**src/rtl/lldw_pkg.sv**
```systemverilog
package lldw_pkg;
   typedef enum logic [2:0] {
      ST_IDLE,
      ST_CHECK,
      ST_HDR_REQ,
      ST_HDR_WAIT,
      ST_PL_REQ,
      ST_PL_WAIT,
      ST_PL_OUT
   } walk_st_t;
endpackage

```
**src/rtl/lldw_hdr_split.sv**
```systemverilog
module lldw_hdr_split #(
   parameter int DATA_W         = 32,
   parameter int LEN_W          = 8,
   parameter int LINK_W         = 24,
   parameter int COST_W         = 32,
   parameter int NODE_BASE_COST = 5
) (
   input  logic [DATA_W-1:0] hdr_word,
   output logic [LEN_W-1:0]  len,
   output logic [LINK_W-1:0] link,
   output logic [COST_W-1:0] node_cost
);
   generate
      if (LEN_W + LINK_W != DATA_W) begin : g_bad_split
         $error("header fields must fill the data word exactly");
      end
      if (COST_W <= LEN_W) begin : g_bad_cost
         $error("cost width must exceed length width");
      end
   endgenerate

   // count in the top byte, link in the low bits
   assign len       = hdr_word[DATA_W-1 -: LEN_W];
   assign link      = hdr_word[LINK_W-1:0];
   assign node_cost = COST_W'(NODE_BASE_COST) + COST_W'(len);
endmodule

```
**src/rtl/lldw_walk_ctr.sv**
```systemverilog
module lldw_walk_ctr #(
   parameter int COST_W     = 32,
   parameter int NODE_LIMIT = 8192,
   parameter bit COST_SAT   = 1'b1,
   localparam int CNT_W     = $clog2(NODE_LIMIT + 1)
) (
   input  logic              clk,
   input  logic              rst_n,
   input  logic              clear,
   input  logic              take,
   input  logic [COST_W-1:0] add,
   output logic [CNT_W-1:0]  nodes,
   output logic              at_limit,
   output logic [COST_W-1:0] cost
);
   generate
      if (NODE_LIMIT < 1) begin : g_bad_limit
         $error("node limit must be at least one");
      end
   endgenerate

   logic [COST_W-1:0] cost_next;

   generate
      if (COST_SAT) begin : g_sat
         logic [COST_W:0] wide;
         assign wide      = {1'b0, cost} + {1'b0, add};
         assign cost_next = wide[COST_W] ? {COST_W{1'b1}} : wide[COST_W-1:0];
      end else begin : g_wrap
         assign cost_next = cost + add;
      end
   endgenerate

   always_ff @(posedge clk or negedge rst_n) begin
      if (!rst_n) begin
         nodes <= '0;
         cost  <= '0;
      end else if (clear) begin
         nodes <= '0;
         cost  <= '0;
      end else if (take) begin
         nodes <= nodes + CNT_W'(1);
         cost  <= cost_next;
      end
   end

   assign at_limit = (nodes == CNT_W'(NODE_LIMIT));

   // a header is never taken once the limit has been reached
   assert_take_below_limit_R7: assert property (@(posedge clk) disable iff (!rst_n)
      take |-> (nodes < CNT_W'(NODE_LIMIT)));

   // the counter never passes the limit
   assert_count_bounded_R7: assert property (@(posedge clk) disable iff (!rst_n)
      nodes <= CNT_W'(NODE_LIMIT));
endmodule

```
**src/rtl/lldw_out_stage.sv**
```systemverilog
module lldw_out_stage #(
   parameter int DATA_W = 32
) (
   input  logic              clk,
   input  logic              rst_n,
   input  logic              load,
   input  logic [DATA_W-1:0] din,
   input  logic              ready,
   output logic              valid,
   output logic [DATA_W-1:0] dout,
   output logic              fire
);
   assign fire = valid & ready;

   always_ff @(posedge clk or negedge rst_n) begin
      if (!rst_n) begin
         valid <= 1'b0;
         dout  <= '0;
      end else if (load) begin
         valid <= 1'b1;
         dout  <= din;
      end else if (fire) begin
         valid <= 1'b0;
      end
   end

   // a held word is neither dropped nor changed
   assert_hold_stable_R8: assert property (@(posedge clk) disable iff (!rst_n)
      (valid && !ready) |=> (valid && $stable(dout)));

   // the controller only loads into an empty stage
   assert_load_when_empty_R8: assert property (@(posedge clk) disable iff (!rst_n)
      load |-> !valid);
endmodule

```
**src/rtl/ll_dma_walker.sv**
```systemverilog
module ll_dma_walker
   import lldw_pkg::*;
#(
   parameter int DATA_W         = 32,
   parameter int LEN_W          = 8,
   parameter int LINK_W         = 24,
   parameter int MEM_AW         = 21,
   parameter int COST_W         = 32,
   parameter int NODE_LIMIT     = 8192,
   parameter int NODE_BASE_COST = 5,
   parameter bit COST_SAT       = 1'b1
) (
   input  logic              clk,
   input  logic              rst_n,
   input  logic              start,
   input  logic [31:0]       start_addr,
   output logic              mem_req,
   output logic [MEM_AW-1:0] mem_addr,
   input  logic              mem_rvalid,
   input  logic [DATA_W-1:0] mem_rdata,
   output logic              pl_valid,
   output logic [DATA_W-1:0] pl_data,
   input  logic              pl_ready,
   output logic              done,
   output logic              loop_abort,
   output logic [LINK_W-1:0] progress_addr,
   output logic [COST_W-1:0] cost
);
   localparam int TERM_BIT = LINK_W - 1;
   localparam int CNT_W    = $clog2(NODE_LIMIT + 1);
   localparam int WORD_B   = DATA_W / 8;

   generate
      if (MEM_AW >= LINK_W || MEM_AW < 3) begin : g_bad_aw
         $error("memory address width must lie below the link width");
      end
      if (LINK_W > 32) begin : g_bad_link
         $error("link width cannot exceed the start address width");
      end
      if (DATA_W != 32) begin : g_bad_word
         $error("the packet format assumes 32-bit words");
      end
   endgenerate

   walk_st_t          st;
   logic [LINK_W-1:0] cur_q, nxt_q;
   logic [MEM_AW-1:0] ptr_q;
   logic [LEN_W-1:0]  rem_q;
   logic              done_q, abort_q;
   logic [LINK_W-1:0] prog_q;

   logic [LEN_W-1:0]  hdr_len;
   logic [LINK_W-1:0] hdr_link;
   logic [COST_W-1:0] hdr_cost;
   logic [CNT_W-1:0]  node_cnt;
   logic              at_limit;
   logic              ctr_clear, ctr_take;
   logic              out_load, out_fire;

   lldw_hdr_split #(
      .DATA_W(DATA_W), .LEN_W(LEN_W), .LINK_W(LINK_W),
      .COST_W(COST_W), .NODE_BASE_COST(NODE_BASE_COST)
   ) u_split (
      .hdr_word (mem_rdata),
      .len      (hdr_len),
      .link     (hdr_link),
      .node_cost(hdr_cost)
   );

   assign ctr_clear = (st == ST_IDLE) && start;
   assign ctr_take  = (st == ST_HDR_WAIT) && mem_rvalid;

   lldw_walk_ctr #(
      .COST_W(COST_W), .NODE_LIMIT(NODE_LIMIT), .COST_SAT(COST_SAT)
   ) u_ctr (
      .clk     (clk),
      .rst_n   (rst_n),
      .clear   (ctr_clear),
      .take    (ctr_take),
      .add     (hdr_cost),
      .nodes   (node_cnt),
      .at_limit(at_limit),
      .cost    (cost)
   );

   assign out_load = (st == ST_PL_WAIT) && mem_rvalid;

   lldw_out_stage #(.DATA_W(DATA_W)) u_out (
      .clk  (clk),
      .rst_n(rst_n),
      .load (out_load),
      .din  (mem_rdata),
      .ready(pl_ready),
      .valid(pl_valid),
      .dout (pl_data),
      .fire (out_fire)
   );

   assign mem_req  = (st == ST_HDR_REQ) || (st == ST_PL_REQ);
   assign mem_addr = {ptr_q[MEM_AW-1:2], 2'b00};

   always_ff @(posedge clk or negedge rst_n) begin
      if (!rst_n) begin
         st      <= ST_IDLE;
         cur_q   <= '0;
         nxt_q   <= '0;
         ptr_q   <= '0;
         rem_q   <= '0;
         done_q  <= 1'b0;
         abort_q <= 1'b0;
         prog_q  <= '0;
      end else begin
         done_q <= 1'b0;
         unique case (st)
            ST_IDLE: begin
               if (start) begin
                  cur_q   <= start_addr[LINK_W-1:0];
                  abort_q <= 1'b0;
                  st      <= ST_CHECK;
               end
            end
            ST_CHECK: begin
               if (cur_q[TERM_BIT]) begin
                  done_q <= 1'b1;
                  prog_q <= cur_q;
                  st     <= ST_IDLE;
               end else if (at_limit) begin
                  done_q  <= 1'b1;
                  abort_q <= 1'b1;
                  prog_q  <= cur_q;
                  st      <= ST_IDLE;
               end else begin
                  ptr_q <= cur_q[MEM_AW-1:0];
                  st    <= ST_HDR_REQ;
               end
            end
            ST_HDR_REQ: st <= ST_HDR_WAIT;
            ST_HDR_WAIT: begin
               if (mem_rvalid) begin
                  rem_q <= hdr_len;
                  nxt_q <= hdr_link;
                  ptr_q <= ptr_q + MEM_AW'(WORD_B);
                  if (hdr_len == '0) begin
                     cur_q <= hdr_link;
                     st    <= ST_CHECK;
                  end else begin
                     st <= ST_PL_REQ;
                  end
               end
            end
            ST_PL_REQ: st <= ST_PL_WAIT;
            ST_PL_WAIT: begin
               if (mem_rvalid) st <= ST_PL_OUT;
            end
            ST_PL_OUT: begin
               if (out_fire) begin
                  ptr_q <= ptr_q + MEM_AW'(WORD_B);
                  rem_q <= rem_q - LEN_W'(1);
                  if (rem_q == LEN_W'(1)) begin
                     cur_q <= nxt_q;
                     st    <= ST_CHECK;
                  end else begin
                     st <= ST_PL_REQ;
                  end
               end
            end
            default: st <= ST_IDLE;
         endcase
      end
   end

   assign done          = done_q;
   assign loop_abort    = abort_q;
   assign progress_addr = prog_q;

   // no fetch while the consumer is stalling the stream
   assert_no_fetch_in_stall_R8: assert property (@(posedge clk) disable iff (!rst_n)
      (pl_valid && !pl_ready) |-> !mem_req);

   // completion is a single-cycle pulse
   assert_done_pulse_R9: assert property (@(posedge clk) disable iff (!rst_n)
      done |=> !done);

   // a normal finish always reports a terminator address
   assert_term_reported_R2: assert property (@(posedge clk) disable iff (!rst_n)
      (done && !loop_abort) |-> progress_addr[TERM_BIT]);

   // the abort flag only appears together with completion
   assert_abort_with_done_R7: assert property (@(posedge clk) disable iff (!rst_n)
      $rose(loop_abort) |-> done);

   // a payload word is only loaded after the read that fetched it
   assert_resp_after_req_R3: assert property (@(posedge clk) disable iff (!rst_n)
      $rose(pl_valid) |-> $past(mem_rvalid));
endmodule

```
**config.mk**
```make
export PLATFORM = sky130hd
export DESIGN_NAME = ll_dma_walker
export DESIGN_NICKNAME = d
export VERILOG_FILES = /design/src/rtl/lldw_pkg.sv /design/src/rtl/lldw_hdr_split.sv /design/src/rtl/lldw_walk_ctr.sv /design/src/rtl/lldw_out_stage.sv /design/src/rtl/ll_dma_walker.sv
export SDC_FILE = /design/constraint.sdc
export NUM_CORES = 1
export LEC_CHECK = 0
export BUFFER_PORTS_ARGS = -buffer_cell sky130_fd_sc_hd__buf_2
export CORE_UTILIZATION = 40
export DETAILED_ROUTE_END_ITERATION = 8
export SYNTH_ARGS = -nofsm -noshare
export SYNTH_HDL_FRONTEND = slang
export SYNTH_HIERARCHICAL = 1
export SYNTH_SLANG_ARGS = --single-unit
```
**constraint.sdc**
```tcl
create_clock -name clk -period 3 [get_ports clk]
set_input_delay 0 -clock clk [delete_from_list [all_inputs] [get_ports clk]]
set_output_delay 0 -clock clk [all_outputs]
set_load 0.05 [all_outputs]
```
Word-level counts from Yosys, hierarchy flattened
Index checks and enable logic that the tools add are counted.
{"block": "word_totals", "wordCells": 94, "output_inout_bits": 113, "inputBits": 69, "register_bits": 185}
{"block": "op_classes", "n_reduce_logical": 20, "eq_ne": 17, "n_addsub": 5, "n_mux": 39, "n_bitwise": 1}
{"operator": "$mux 24", "count": 7}
{"operator": "$mux 32", "count": 3}
{"operator": "$mux 21", "count": 4}
{"operator": "$pmux 24 s3", "count": 1}
{"operator": "$pmux 21 s3", "count": 1}
{"operator": "$add 32x9->33", "count": 1}
{"operator": "$mux 14", "count": 2}
{"operator": "$add 21x3->21 const B", "count": 1}
{"operator": "$pmux 3 s7", "count": 1}
{"operator": "$mux 3", "count": 6}
{"operator": "$mux 8", "count": 2}
{"operator": "$ne 2x2->1 const B", "count": 8}
{"operator": "$pmux 8 s2", "count": 1}
{"operator": "$add 14x1->14 const B", "count": 1}
{"operator": "$eq 14x14->1 const B", "count": 1}
{"operator": "$reduce_bool 2->1", "count": 5}
{"operator": "$add 3x8->9 const A", "count": 1}
{"operator": "$eq 3x3->1 const B", "count": 3}
{"operator": "$eq 8x1->1 const B", "count": 1}
{"operator": "$logic_not 8->1", "count": 1}
{"operator": "$mux 1", "count": 8}
{"operator": "$reduce_and 4->1", "count": 2}
{"operator": "$sub 8x1->8 const B", "count": 1}
{"operator": "$eq 3x2->1 const B", "count": 2}
{"operator": "other kinds (13)", "count": 18}

Logic depth before layout (Yosys ltp)
Gate-level depths: netlist of run 1.
{"block": "depth", "depth_word": 5, "mapped_depth": 13, "ltp_nobuf": 12}

Cells and area by module
Netlist of run 1, hierarchy kept.
{"mod": "ll_dma_walker", "cells_each": 559, "seq_area_each_um2": 2602.5, "n_inst": 1, "area_per_inst_um2": 5500.3}
{"mod": "lldw_walk_ctr", "cells_each": 433, "seq_area_each_um2": 1151.1, "n_inst": 1, "area_per_inst_um2": 3804.9}
{"mod": "lldw_out_stage", "cells_each": 72, "seq_area_each_um2": 825.8, "n_inst": 1, "area_per_inst_um2": 1383.8}
{"mod": "lldw_hdr_split", "cells_each": 73, "seq_area_each_um2": 0.0, "n_inst": 1, "area_per_inst_um2": 539.3}

Worst setup path before layout of run 1
Ideal clock, no wire load.
{"block": "synth_path", "path_kind": "reg2reg", "from": "reg u_ctr.cost[0]", "to": "reg u_ctr.cost[30]", "setup_ps": 147, "required_ps": 2853, "arrival_time_ps": 2787, "path_buffers": 1, "slack_ps": 66, "period_less_slack_ps": 2934, "stages_incl_launch_ff": 12, "path_cell_list": "dfrtp_1 -> ha_1 -> fa_1 -> a211oi_1 -> o21ai_2 -> o211ai_2 -> nand2_2 -> a41oi_2 -> a21oi_4 -> a31oi_4 -> buf_4 -> a311oi_2"}
{"block": "synth_via", "elab_chain_len": 4}
{"item": "start: declaration", "line_no": "lldw_walk_ctr.sv:14", "text": "output logic [COST_W-1:0] cost"}
{"item": "start signal: assignment", "line_no": "lldw_walk_ctr.sv:43", "text": "cost <= cost_next;"}
{"item": "$add 32x9->33", "line_no": "lldw_walk_ctr.sv:27", "text": "assign wide = {1'b0, cost} + {1'b0, add};"}
{"item": "$mux 32", "line_no": "lldw_walk_ctr.sv:28", "text": "assign cost_next = wide[COST_W] ? {COST_W{1'b1}} : wide[COST_W-1:0];"}
{"item": "$mux 32", "line_no": "lldw_walk_ctr.sv:41", "text": "end else if (take) begin"}
{"item": "$mux 32", "line_no": "lldw_walk_ctr.sv:38", "text": "end else if (clear) begin"}
No other way between the ends. The select of a mux whose other input is x is not followed.
A chain may end at the register's enable or synchronous reset.

Worst setup path after layout of run 1
{"block": "layout_path", "from": "in mem_rdata[24]", "to": "reg u_ctr.cost[25]"}
{"block": "layout_via", "elab_chain_len": 5}
{"item": "start: declaration", "line_no": "ll_dma_walker.sv:20", "text": "input logic [DATA_W-1:0] mem_rdata,"}
{"item": "$add 3x8->9", "line_no": "lldw_hdr_split.sv:25", "text": "assign node_cost = COST_W'(NODE_BASE_COST) + COST_W'(len);"}
{"item": "net hdr_cost[6]", "line_no": "ll_dma_walker.sv:54", "text": "logic [COST_W-1:0] hdr_cost;"}
{"item": "$add 32x9->33", "line_no": "lldw_walk_ctr.sv:27"}
{"item": "$mux 32", "line_no": "lldw_walk_ctr.sv:28"}
{"item": "$mux 32", "line_no": "lldw_walk_ctr.sv:41"}
{"item": "$mux 32", "line_no": "lldw_walk_ctr.sv:38"}
The timed path passes the listed nets, and every way through them passes these cells. The select of a mux whose other input is x is not followed.

==> results of run 1 <==
worst max-delay path: stages:
cell and delay (ns):
dlygate4sd3_1 0.53, buf_2 0.16, ha_1 0.25, o2111ai_2 0.21, xnor2_1 0.17, ha_1 0.28, a21o_1 0.21, nand3_1 0.08
nand2_1 0.07, or3b_4 0.44, a311oi_4 0.28, o21ai_1 0.14, xnor2_1 0.13, a211oi_1 0.22
through the flow:
| stage | setup TNS (ns) | std cells | area (sq um) |
|---|---|---|---|
| 6_report | 0 | 1704 | 13300 |
| 5_1_grt | -0.00569 | 1704 | 13300 |
| 4_1_cts | 0 | 1704 | 13300 |
| 3_5_place_dp | 0 | 1613 | 12100 |
| 3_3_place_gp | 0 | 1613 | 12100 |
| 2_1_floorplan | 0 | 1160 | 11300 |
layout make-up:
class | count | area share, %
Multi-Input combinational cell | 835 | 44.2
Sequential cell | 183 | 34.3
Timing Repair Buffer | 261 | 13.1
Tap cell | 372 | 3.49
Clock buffer | 18 | 3.29
Clock inverter | 14 | 0.985
Inverter | 21 | 0.591
cell families after synthesis:
| logic type | after synthesis |
|---|---|
| simple gates | 365 |
| compound gates | 273 |
| flops | 183 |
| buf+inv | 142 |
| mux | 88 |
| xor+xnor | 45 |
| fa+ha+maj | 39 |
| other cells | 2 |
registers in the layout, summed over array words and instances, names as in the netlist:
name,cells
loop_abort,1
rem_q,8
progress_addr,24
nxt_q,24
u_out/dout,32
st,3
cur_q,24
ptr_q,19
u_ctr/cost,32
done,1
u_out/valid,1
u_ctr/nodes,14
cells in the mapped netlist (4+ instances only):
cell / instances / area share (%)
nand2_1: 133 / 4.4
o22a_1: 7 / 0.55
and4_1: 8 / 0.62
o211ai_1: 6 / 0.40
nand4_1: 6 / 0.33
a31oi_1: 13 / 0.72
o22ai_1: 10 / 0.56
buf_2: 14 / 0.62
a22oi_1: 29 / 1.9
inv_1: 21 / 0.70
a21oi_1: 53 / 2.4
ha_1: 38 / 4.2
nor4_1: 7 / 0.39
mux2_2: 31 / 3.1
clkbuf_1: 36 / 1.2
o21ai_0: 31 / 1.4
mux2i_1: 6 / 0.53
nand3b_1: 4 / 0.27
xor2_1: 22 / 1.7
nand3_1: 48 / 2.1
o21ai_1: 4 / 0.18
xnor2_1: 23 / 1.8
nand2b_1: 5 / 0.28
buf_12: 5 / 0.89
nor2b_1: 8 / 0.45
nor3_1: 18 / 0.80
a211oi_1: 42 / 2.8
buf_4: 61 / 4.1
mux2_4: 50 / 6.7
nor2_1: 84 / 2.8
and3b_1: 4 / 0.31
a21o_1: 20 / 1.3
and3_1: 13 / 0.72
a31o_2: 6 / 0.47
dfrtp_1: 183 / 41
what timing repair did:
| action | 4_1_cts | 5_1_grt |
|---|---|---|
| endpoints found under the hold margin | 174 | 0 |
| hold buffers | 59 | 0 |
| setup endpoints to repair | 0 | 32 |
| resized for setup | 0 | 4 |
per-layer routing:
metal / wire length [um] / GRT usage, % / part of all wire (%) / vias to the layer above
li1: - / - / - / 4399
met1: 14000 / 29.0 / 47 / 4429
met2: 13600 / 33.4 / 46 / 266
met3: 1490 / 3.50 / 5.1 / 23
met4: 344 / 5.09 / 1.2 / 0
met5: 0 / 0 / 0 / -
power by group:
group	internal [mW]	switching (mW)	total, mW
logic	3.38	5.99	9.37
clock network	1.13	1.11	2.24
registers	3.59	0.984	4.57
worst max path at each step:
stage	from	to	slack, ns
3_3_place_gp	u_ctr/cost[0]$_DFFE_PN0P_	u_ctr/cost[30]$_DFFE_PN0P_	0.16
5_1_grt	mem_rdata[24]	u_ctr/cost[25]$_DFFE_PN0P_	-0.006
2_1_floorplan	u_ctr/cost[0]$_DFFE_PN0P_	u_ctr/cost[30]$_DFFE_PN0P_	0.07
4_1_cts	mem_rdata[24]	u_ctr/cost[25]$_DFFE_PN0P_	0.11
3_5_place_dp	u_ctr/cost[0]$_DFFE_PN0P_	u_ctr/cost[29]$_DFFE_PN0P_	0.15
6_report	mem_rdata[24]	u_ctr/cost[25]$_DFFE_PN0P_	0.18
==> flow_metrics.tcl, run 1 <==
set metrics [dict create \
    p_leak_nw 6.27 \
    fin_skew_ns 0.0157 \
    wire_per_inst_um 17.3 \
    fmax_mhz 354 \
    layout_commonest_cell "dfrtp_1" \
    insertion_delay_ns 0.44 \
    cap_viol_max_count 0 \
    fin_nets 1427 \
    fillers 2541 \
    layout-drive-gt1-share_pct 26.6 \
    die_area_sq_um 28700 \
    yosys.area_share.simple_pct 15.5 \
    p_total_mw 16.2 \
    antenna_cells 0 \
    layout_common_cells "183 x dfrtp_1, 170 x buf_2, 133 x nand2_1" \
    htreeDepth 4 \
    r2r-start "u_ctr/cost[0]$_DFFE_PN0P_" \
    grt_pass1_vias 8849 \
    numCtsBuffers 17 \
    synth_ff_type "dfrtp_1" \
    worstHoldStart "start_addr[14]" \
    synth_xor_area_share_pct 3.51 \
    worstHoldPathCells 4 \
    multi_input_comb_area_sq_um 5890 \
    critPathArrivalTime_ns 3.17 \
    post_synth.cell_area_avg_sq_um 9.88 \
    synth_top_family_by_area "compound AO/OA/AOI/OAI gates" \
    critPathRequiredTime_ns 3.34 \
    tightest_slew_ns 0.920 \
    area_growth_syn_to_layout_pct 18.7 \
    outcome "finished, final reports clean" \
    drt-initial-drc-count 577 \
    synth-edff-count 0 \
    core_sq_um 27300 \
    cp-start-kind "primary input" \
    reg2reg_slack_ns 0.19 \
    gr-total-overflow 0 \
    grt.total_usage_pct 20.8 \
    hold_ws_ns 0.00390 \
    post-place-ws_ns 0.148 \
    clkSinkCount 183 \
    syn_inst 1137 \
    num_vias 9117 \
    seqCellArea_sq_um 4580 \
    r2r_cells 11 \
    clk_pin_slew_ns 0.07 \
    root_buffer "clkbuf_16" \
    hp-class "in -> reg" \
    cp_max_fo 6 \
    grt_pass1_wl_mm 47.1 \
    setup_slack_ns 0.176 \
    dr.pass1.iters 5 \
    dieHeight_um 170 \
    port_buffers 171 \
    synthMuxAreaShare_pct 10.5 \
    finish.utilization_pct 48.9 \
    crit_path_end_kind "register" \
    pwr_density_cell_nw_per_um2 1210 \
    cts_tree "built" \
    io_pins 182 \
    place.gp.congestion 0.815 \
    final-hold-violation-count 0 \
    clockBufferDepth 2 \
    routed_wl_mm 29.4 \
    critPathKind "in -> reg" \
    dp_hpwl_mm 20.2 \
    ir_worst_vdd_v 0.000670 \
    yosysUniqueCellTypes 85 \
    ys_async_sr_fraction_pct 100 \
    syn_area_sq_um 11200 \
    post-route-min-period_ns 2.82 \
    rows 60 \
    synth_compound_area_share_pct 17.4 \
    antenna_found_initial 0 \
    setup_violations 0 \
    antenna_left 0 \
    seq_area_frac_synth_pct 40.8 \
    worstReg2RegEnd "u_ctr/cost[1]$_DFFE_PN0P_" \
    slew_viol_final 0 \
    maxSlewHeadroom_pct 38.5 \
    synth_seq_cells 183 \
    initial_core_util_pct 41.2 \
    vias_per_cell 5.35 \
    grt_max_degree 89 \
    die_w_um 170 \
    synth_warnings 6 \
    route.detailed.drc 0 \
    synth_fa_ha_area_share_pct 4.41 \
    post_cts.repair.setup_buffers 0 \
    final.period_utilization_pct 94.1 \
    hold_end "cur_q[14]$_DFFE_PN0P_" \
    grt_setup_unrepaired "yes" \
]
Note: power is estimated with default switching activity, not from simulation.
==> inputs of run 2 (changes only) <==
Settings changed: CORE_UTILIZATION 40 to 58, PLACE_DENSITY from default to 0.82.
==> flow_metrics.tcl, run 2 (synthesis gave the netlist of run 1 again) <==
set metrics [dict create \
    io_pins 182 \
    dieHeight_um 141 \
    switching_share_pct 49.2 \
    route.detailed.drc 0 \
    cpPeakStageDelay_ns 0.52 \
    hp-class "in -> reg" \
    p_int_mw 8.36 \
    final-hold-violation-count 0 \
    critPathMostFrequentCell "nand2_2" \
    cp_max_fo 7 \
    top_regs "u_ctr/cost x32, u_out/dout x32" \
    cts_tree "built" \
    setup_slack_ns 0.0762 \
    area_growth_syn_to_layout_pct 18.9 \
    tightest_slew_ns 0.957 \
    crit_path_cell_trace "dlygate4sd3_1, buf_2, nand2_2, nor3_2, xor2_1, ha_1, a21o_1, o211ai_2, nand2_2, a41oi_2, a21oi_4, a31oi_4, clkbuf_16, a211oi_1" \
    htreeDepth 4 \
    final.period_utilization_pct 97.5 \
    fin_skew_ns 0.0124 \
    crit_path_end_kind "register" \
    clkSinkCount 183 \
    layout_commonest_cell "dfrtp_1" \
    place.gp.congestion 0.910 \
    grt_pass1_vias 9204 \
    fin_nets 1431 \
    layout-drive-gt1-share_pct 27.0 \
    cp-start-kind "primary input" \
    clockBufferDepth 2 \
    vias_per_cell 5.96 \
    fmax_mhz 342 \
    seqPwrFrac_pct 28.1 \
    dp_hpwl_mm 18.7 \
    core_sq_um 18800 \
    drt-initial-drc-count 766 \
    antenna_cells 0 \
    routed_wl_mm 29.2 \
    clock_power_share_pct 14.4 \
    p_leak_nw 6.33 \
    outcome "finished, final reports clean" \
    root_buffer "clkbuf_16" \
    fillers 1327 \
    grt_pass1_wl_mm 46.3 \
    critPathRequiredTime_ns 3.29 \
    pwr_density_cell_nw_per_um2 1230 \
    critPathArrivalTime_ns 3.22 \
    slew_viol_final 0 \
    post-route-min-period_ns 2.92 \
    insertion_delay_ns 0.44 \
    ir_worst_vdd_v 0.000909 \
    clk_pin_slew_ns 0.07 \
    rows 50 \
    setup_violations 0 \
    numCtsBuffers 17 \
    port_buffers 171 \
    cp_slowest_cell "dlygate4sd3_1" \
    p_total_mw 16.5 \
    switching_power_mw 8.09 \
    antenna_found_initial 0 \
    num_vias 9520 \
    grt.total_usage_pct 29.4 \
    initial_core_util_pct 59.6 \
    pwr-share-comb_pct 57.5 \
    antenna_left 0 \
    maxSlewHeadroom_pct 36.2 \
    layout_common_cells "183 x dfrtp_1, 170 x buf_2, 133 x nand2_1" \
    cap_viol_max_count 0 \
    critPathKind "in -> reg" \
    gr-total-overflow 0 \
    die_w_um 141 \
    grt_max_degree 115 \
    wire_per_inst_um 18.3 \
    dr.pass1.iters 5 \
    die_area_sq_um 19900 \
    post-place-ws_ns 0.0557 \
]
-- run 2: changes by cell type in the layout (fill, tap and decap cells not counted), moves of 2 or more --
cell / change
inv_8: -4
a211oi_2: +2
clkbuf_16: +2
a211oi_1: -2
clkinvlp_4: +2
bufinv_16: +3
-- run 2: final cells by class --
| type | instances | area [sq um] | area share, % |
|---|---|---|---|
| sequential | 183 | 4580 | 34.3 |
| inverter | 21 | 78.8 | 0.591 |
| multi-input combinational | 835 | 5930 | 44.4 |
| timing repair buffer | 265 | 1820 | 13.6 |
| clock inverter | 13 | 170 | 1.28 |
| tap | 260 | 325 | 2.44 |
| clock buffer | 19 | 443 | 3.32 |
-- run 2: metrics by stage --
stage	cells	cell area [sq um]	hold WS, ns	util, %	TNS [ns]
after floorplan	1160	11300	-0.296	-	0
after global placement	1496	12000	0.203	63.5	0
after detailed placement	1496	12000	0.210	63.5	0
after CTS	1588	13200	0.137	69.9	0
after global routing	1596	13300	0.231	70.9	-0.476
final	1596	13300	0.173	70.9	0
-- run 2: critical path, delay by kind of cell --
kind | cells | cell delay (ns)
xor gates and xnor gates | 1 | 0.18
and+or+nand+nor | 3 | 0.44
adders and majority gates | 1 | 0.33
AOI/OAI and AO/OA | 6 | 1.29
buffers and inverters | 3 | 0.98
-- run 2: worst paths after layout --
path,startpoint,to,slack (ns),cells after the start
max,mem_rdata[27],u_ctr/cost[3]$_DFFE_PN0P_,0.08,14
min,mem_rdata[24],u_ctr/cost[0]$_DFFE_PN0P_,0.17,5
max reg2reg,u_ctr/cost[0]$_DFFE_PN0P_,u_ctr/cost[3]$_DFFE_PN0P_,0.08,11
min reg2reg,progress_addr[4]$_DFFE_PN0P_,progress_addr[4]$_DFFE_PN0P_,0.47,2
max in group asynchronous,rst_n,cur_q[2]$_DFFE_PN0P_,1.85,3
min in group asynchronous,rst_n,u_out/dout[4]$_DFFE_PN0P_,0.25,2
-- run 2: timing repair --
item,CTS,global route
buffers inserted,0,5
setup endpoints to repair,0,32
resized for setup,0,14
hold buffers,60,0
hold endpoints to repair,201,0
-- run 2: power groups by stage --
stage	clock [mW]	combinational (mW)	sequential [mW]
2_1_floorplan	0	5.04	6.71
3_3_place_gp	0	8.85	4.56
3_5_place_dp	0	9.04	4.60
4_1_cts	2.39	9.15	4.57
5_1_grt	2.49	10.1	4.75
6_report	2.36	9.47	4.62
-- run 2: layer usage --
| layer | global-route usage [%] | vias up | share of wire (%) |
|---|---|---|---|
| met1 | 38.8 | 4620 | 42 |
| met5 | 0 | - | 0 |
| met4 | 10.1 | 0 | 2.7 |
| met2 | 48.1 | 428 | 48 |
| met3 | 6.05 | 69 | 7.1 |
| li1 | - | 4403 | - |
==> inputs of run 3 (changes only) <==
Settings changed: CELL_PAD_IN_SITES_DETAIL_PLACEMENT from default to 0, CELL_PAD_IN_SITES_GLOBAL_PLACEMENT from default to 1, CORE_UTILIZATION 58 to 44, PLACE_DENSITY 0.82 to default, PLACE_DENSITY_LB_ADDON from default to 0.25.
==> flow_metrics.tcl, run 3 (synthesis gave the netlist of run 1 again) <==
set metrics [dict create \
    outcome "finished, final reports clean" \
    setup_violations 0 \
    io_pins 182 \
    multi_input_comb_area_sq_um 5900 \
    routed_wl_mm 29.2 \
    final-hold-violation-count 0 \
    hp-class "in -> async" \
    cp_max_fo 6 \
    clk_pin_slew_ns 0.08 \
    cp-start-kind "primary input" \
    crit_path_end_kind "register" \
    final.period_utilization_pct 95.5 \
    slew_viol_final 0 \
    fillers 2358 \
    switching_power_mw 8.06 \
    grt_use_met2_pct 36.5 \
    p_leak_nw 6.28 \
    critPathKind "in -> reg" \
    p_int_mw 8.11 \
    r2r-start "u_ctr/cost[0]$_DFFE_PN0P_" \
    grt_use_met3_pct 3.47 \
    num_vias 9103 \
    critPathRequiredTime_ns 3.35 \
    cap_viol_max_count 0 \
    clockBufferDepth 2 \
    antenna_cells 0 \
    grt_setup_unrepaired "yes" \
    gr-total-overflow 0 \
    switching_share_pct 49.8 \
    fin_nets 1428 \
    critPathArrivalTime_ns 3.21 \
    initial_core_util_pct 44.7 \
    cts_tree "built" \
    grtUsageMet1_pct 32.3 \
    top_regs "u_ctr/cost x32, u_out/dout x32" \
    r2r_cells 11 \
    seqCellArea_sq_um 4580 \
    drt-initial-drc-count 668 \
    grt_pass1_wl_mm 47.6 \
    vias_per_cell 5.47 \
    clkSinkCount 183 \
    grt.total_usage_pct 22.8 \
    layout-drive-gt1-share_pct 26.8 \
    post-route-min-period_ns 2.86 \
    rows 58 \
    maxSlewHeadroom_pct 31.9 \
    fmax_mhz 349 \
    area_growth_syn_to_layout_pct 18.4 \
    dieHeight_um 162 \
    seqPwrFrac_pct 28.2 \
    numCtsBuffers 17 \
    wire_per_inst_um 17.5 \
    root_buffer "clkbuf_16" \
    pwr_density_cell_nw_per_um2 1220 \
    htreeDepth 4 \
    tns_ns 0 \
    layout_commonest_cell "dfrtp_1" \
    insertion_delay_ns 0.44 \
    antenna_left 0 \
    antenna_found_initial 0 \
    grt-busiest-layer "met2" \
    finish.utilization_pct 53.0 \
    worstReg2RegEnd "u_ctr/cost[29]$_DFFE_PN0P_" \
    tightest_slew_ns 1.02 \
    ir_worst_vdd_v 0.000655 \
    dp_hpwl_mm 20.0 \
    die_area_sq_um 26200 \
    pwr-share-comb_pct 58.1 \
    core_sq_um 25100 \
    place.gp.congestion 0.834 \
    clock_power_share_pct 13.7 \
    dr.pass1.iters 5 \
    fin_skew_ns 0.0180 \
    route.detailed.drc 0 \
    reg2reg_slack_ns 0.18 \
    port_buffers 171 \
    die_w_um 162 \
    layout_common_cells "183 x dfrtp_1, 169 x buf_2, 133 x nand2_1" \
    grt_max_degree 61 \
    grt_pass1_vias 8945 \
]
-- run 3: cell types whose count changed in the layout (fill, tap and decap cells not counted), sizes merged --
cell	change
clkinv	+4
bufinv	-3
clkinvlp	-3
buf	-2
inv	+2
clkbuf	-1
-- run 3: what timing repair did --
action	CTS	global route
hold endpoints to repair	197	0
setup buffers	0	1
gates resized for setup	0	10
endpoints found under the setup margin	0	32
hold buffers	60	0
-- run 3: cell type report --
cell class                      instances  share of cell area, %
Clock inverter                         13                  0.988
Multi-Input combinational cell        835                   44.4
Timing Repair Buffer                  262                   13.2
Clock buffer                           19                   3.33
Inverter                               21                  0.593
Tap cell                              330                   3.10
Sequential cell                       183                   34.4
-- run 3: per-layer routing --
layer  vias up  wire length (um)
li1       4402                 -
met1      4461             13900
met2       220             13700
met3        20              1210
met4         0               303
met5         -                 0
-- run 3: worst max-delay path, cell delays in order --
cell	delay (ns)
dlygate4sd3_1	0.53
clkbuf_4	0.17
ha_2	0.21
o2111ai_2	0.20
xnor2_1	0.12
ha_1	0.38
a21o_1	0.22
nand3_1	0.07
nand2_1	0.07
or3b_4	0.45
a311oi_4	0.37
o21ai_2	0.09
xnor2_1	0.12
a211oi_1	0.20
-- run 3: power by group through the flow --
stage	logic, mW	registers [mW]	clock network (mW)
after floorplan	5.04	6.71	0
after global placement	9.09	4.57	0
after detailed placement	9.16	4.58	0
after CTS	9.25	4.55	2.28
after global routing	10.1	4.72	2.39
final	9.40	4.55	2.22
-- run 3: worst max path at each step --
stage / from / end / slack [ns] / cells after the start
after floorplan: u_ctr/cost[0]$_DFFE_PN0P_ / u_ctr/cost[30]$_DFFE_PN0P_ / 0.07 / 11
after global placement: u_ctr/cost[0]$_DFFE_PN0P_ / u_ctr/cost[29]$_DFFE_PN0P_ / 0.14 / 11
after detailed placement: u_ctr/cost[0]$_DFFE_PN0P_ / u_ctr/cost[29]$_DFFE_PN0P_ / 0.07 / 11
after CTS: u_ctr/cost[0]$_DFFE_PN0P_ / u_ctr/cost[29]$_DFFE_PN0P_ / 0.05 / 11
after global routing: mem_rdata[24] / u_ctr/cost[25]$_DFFE_PN0P_ / -0.03 / 14
final: mem_rdata[24] / u_ctr/cost[25]$_DFFE_PN0P_ / 0.14 / 14
-- run 3: stage by stage --
stage	power, mW	cells	setup slack (ns)	hold slack, ns	area, sq um
final	16.2	1663	0.135	0.0770	13300
after global routing	17.2	1663	-0.0327	0.100	13300
after CTS	16.1	1662	0.0451	0.0878	13200
after detailed placement	13.7	1570	0.0737	-0.0162	12100
after global placement	13.7	1570	0.135	-0.0193	12100
after floorplan	11.7	1160	0.0661	-0.296	11300
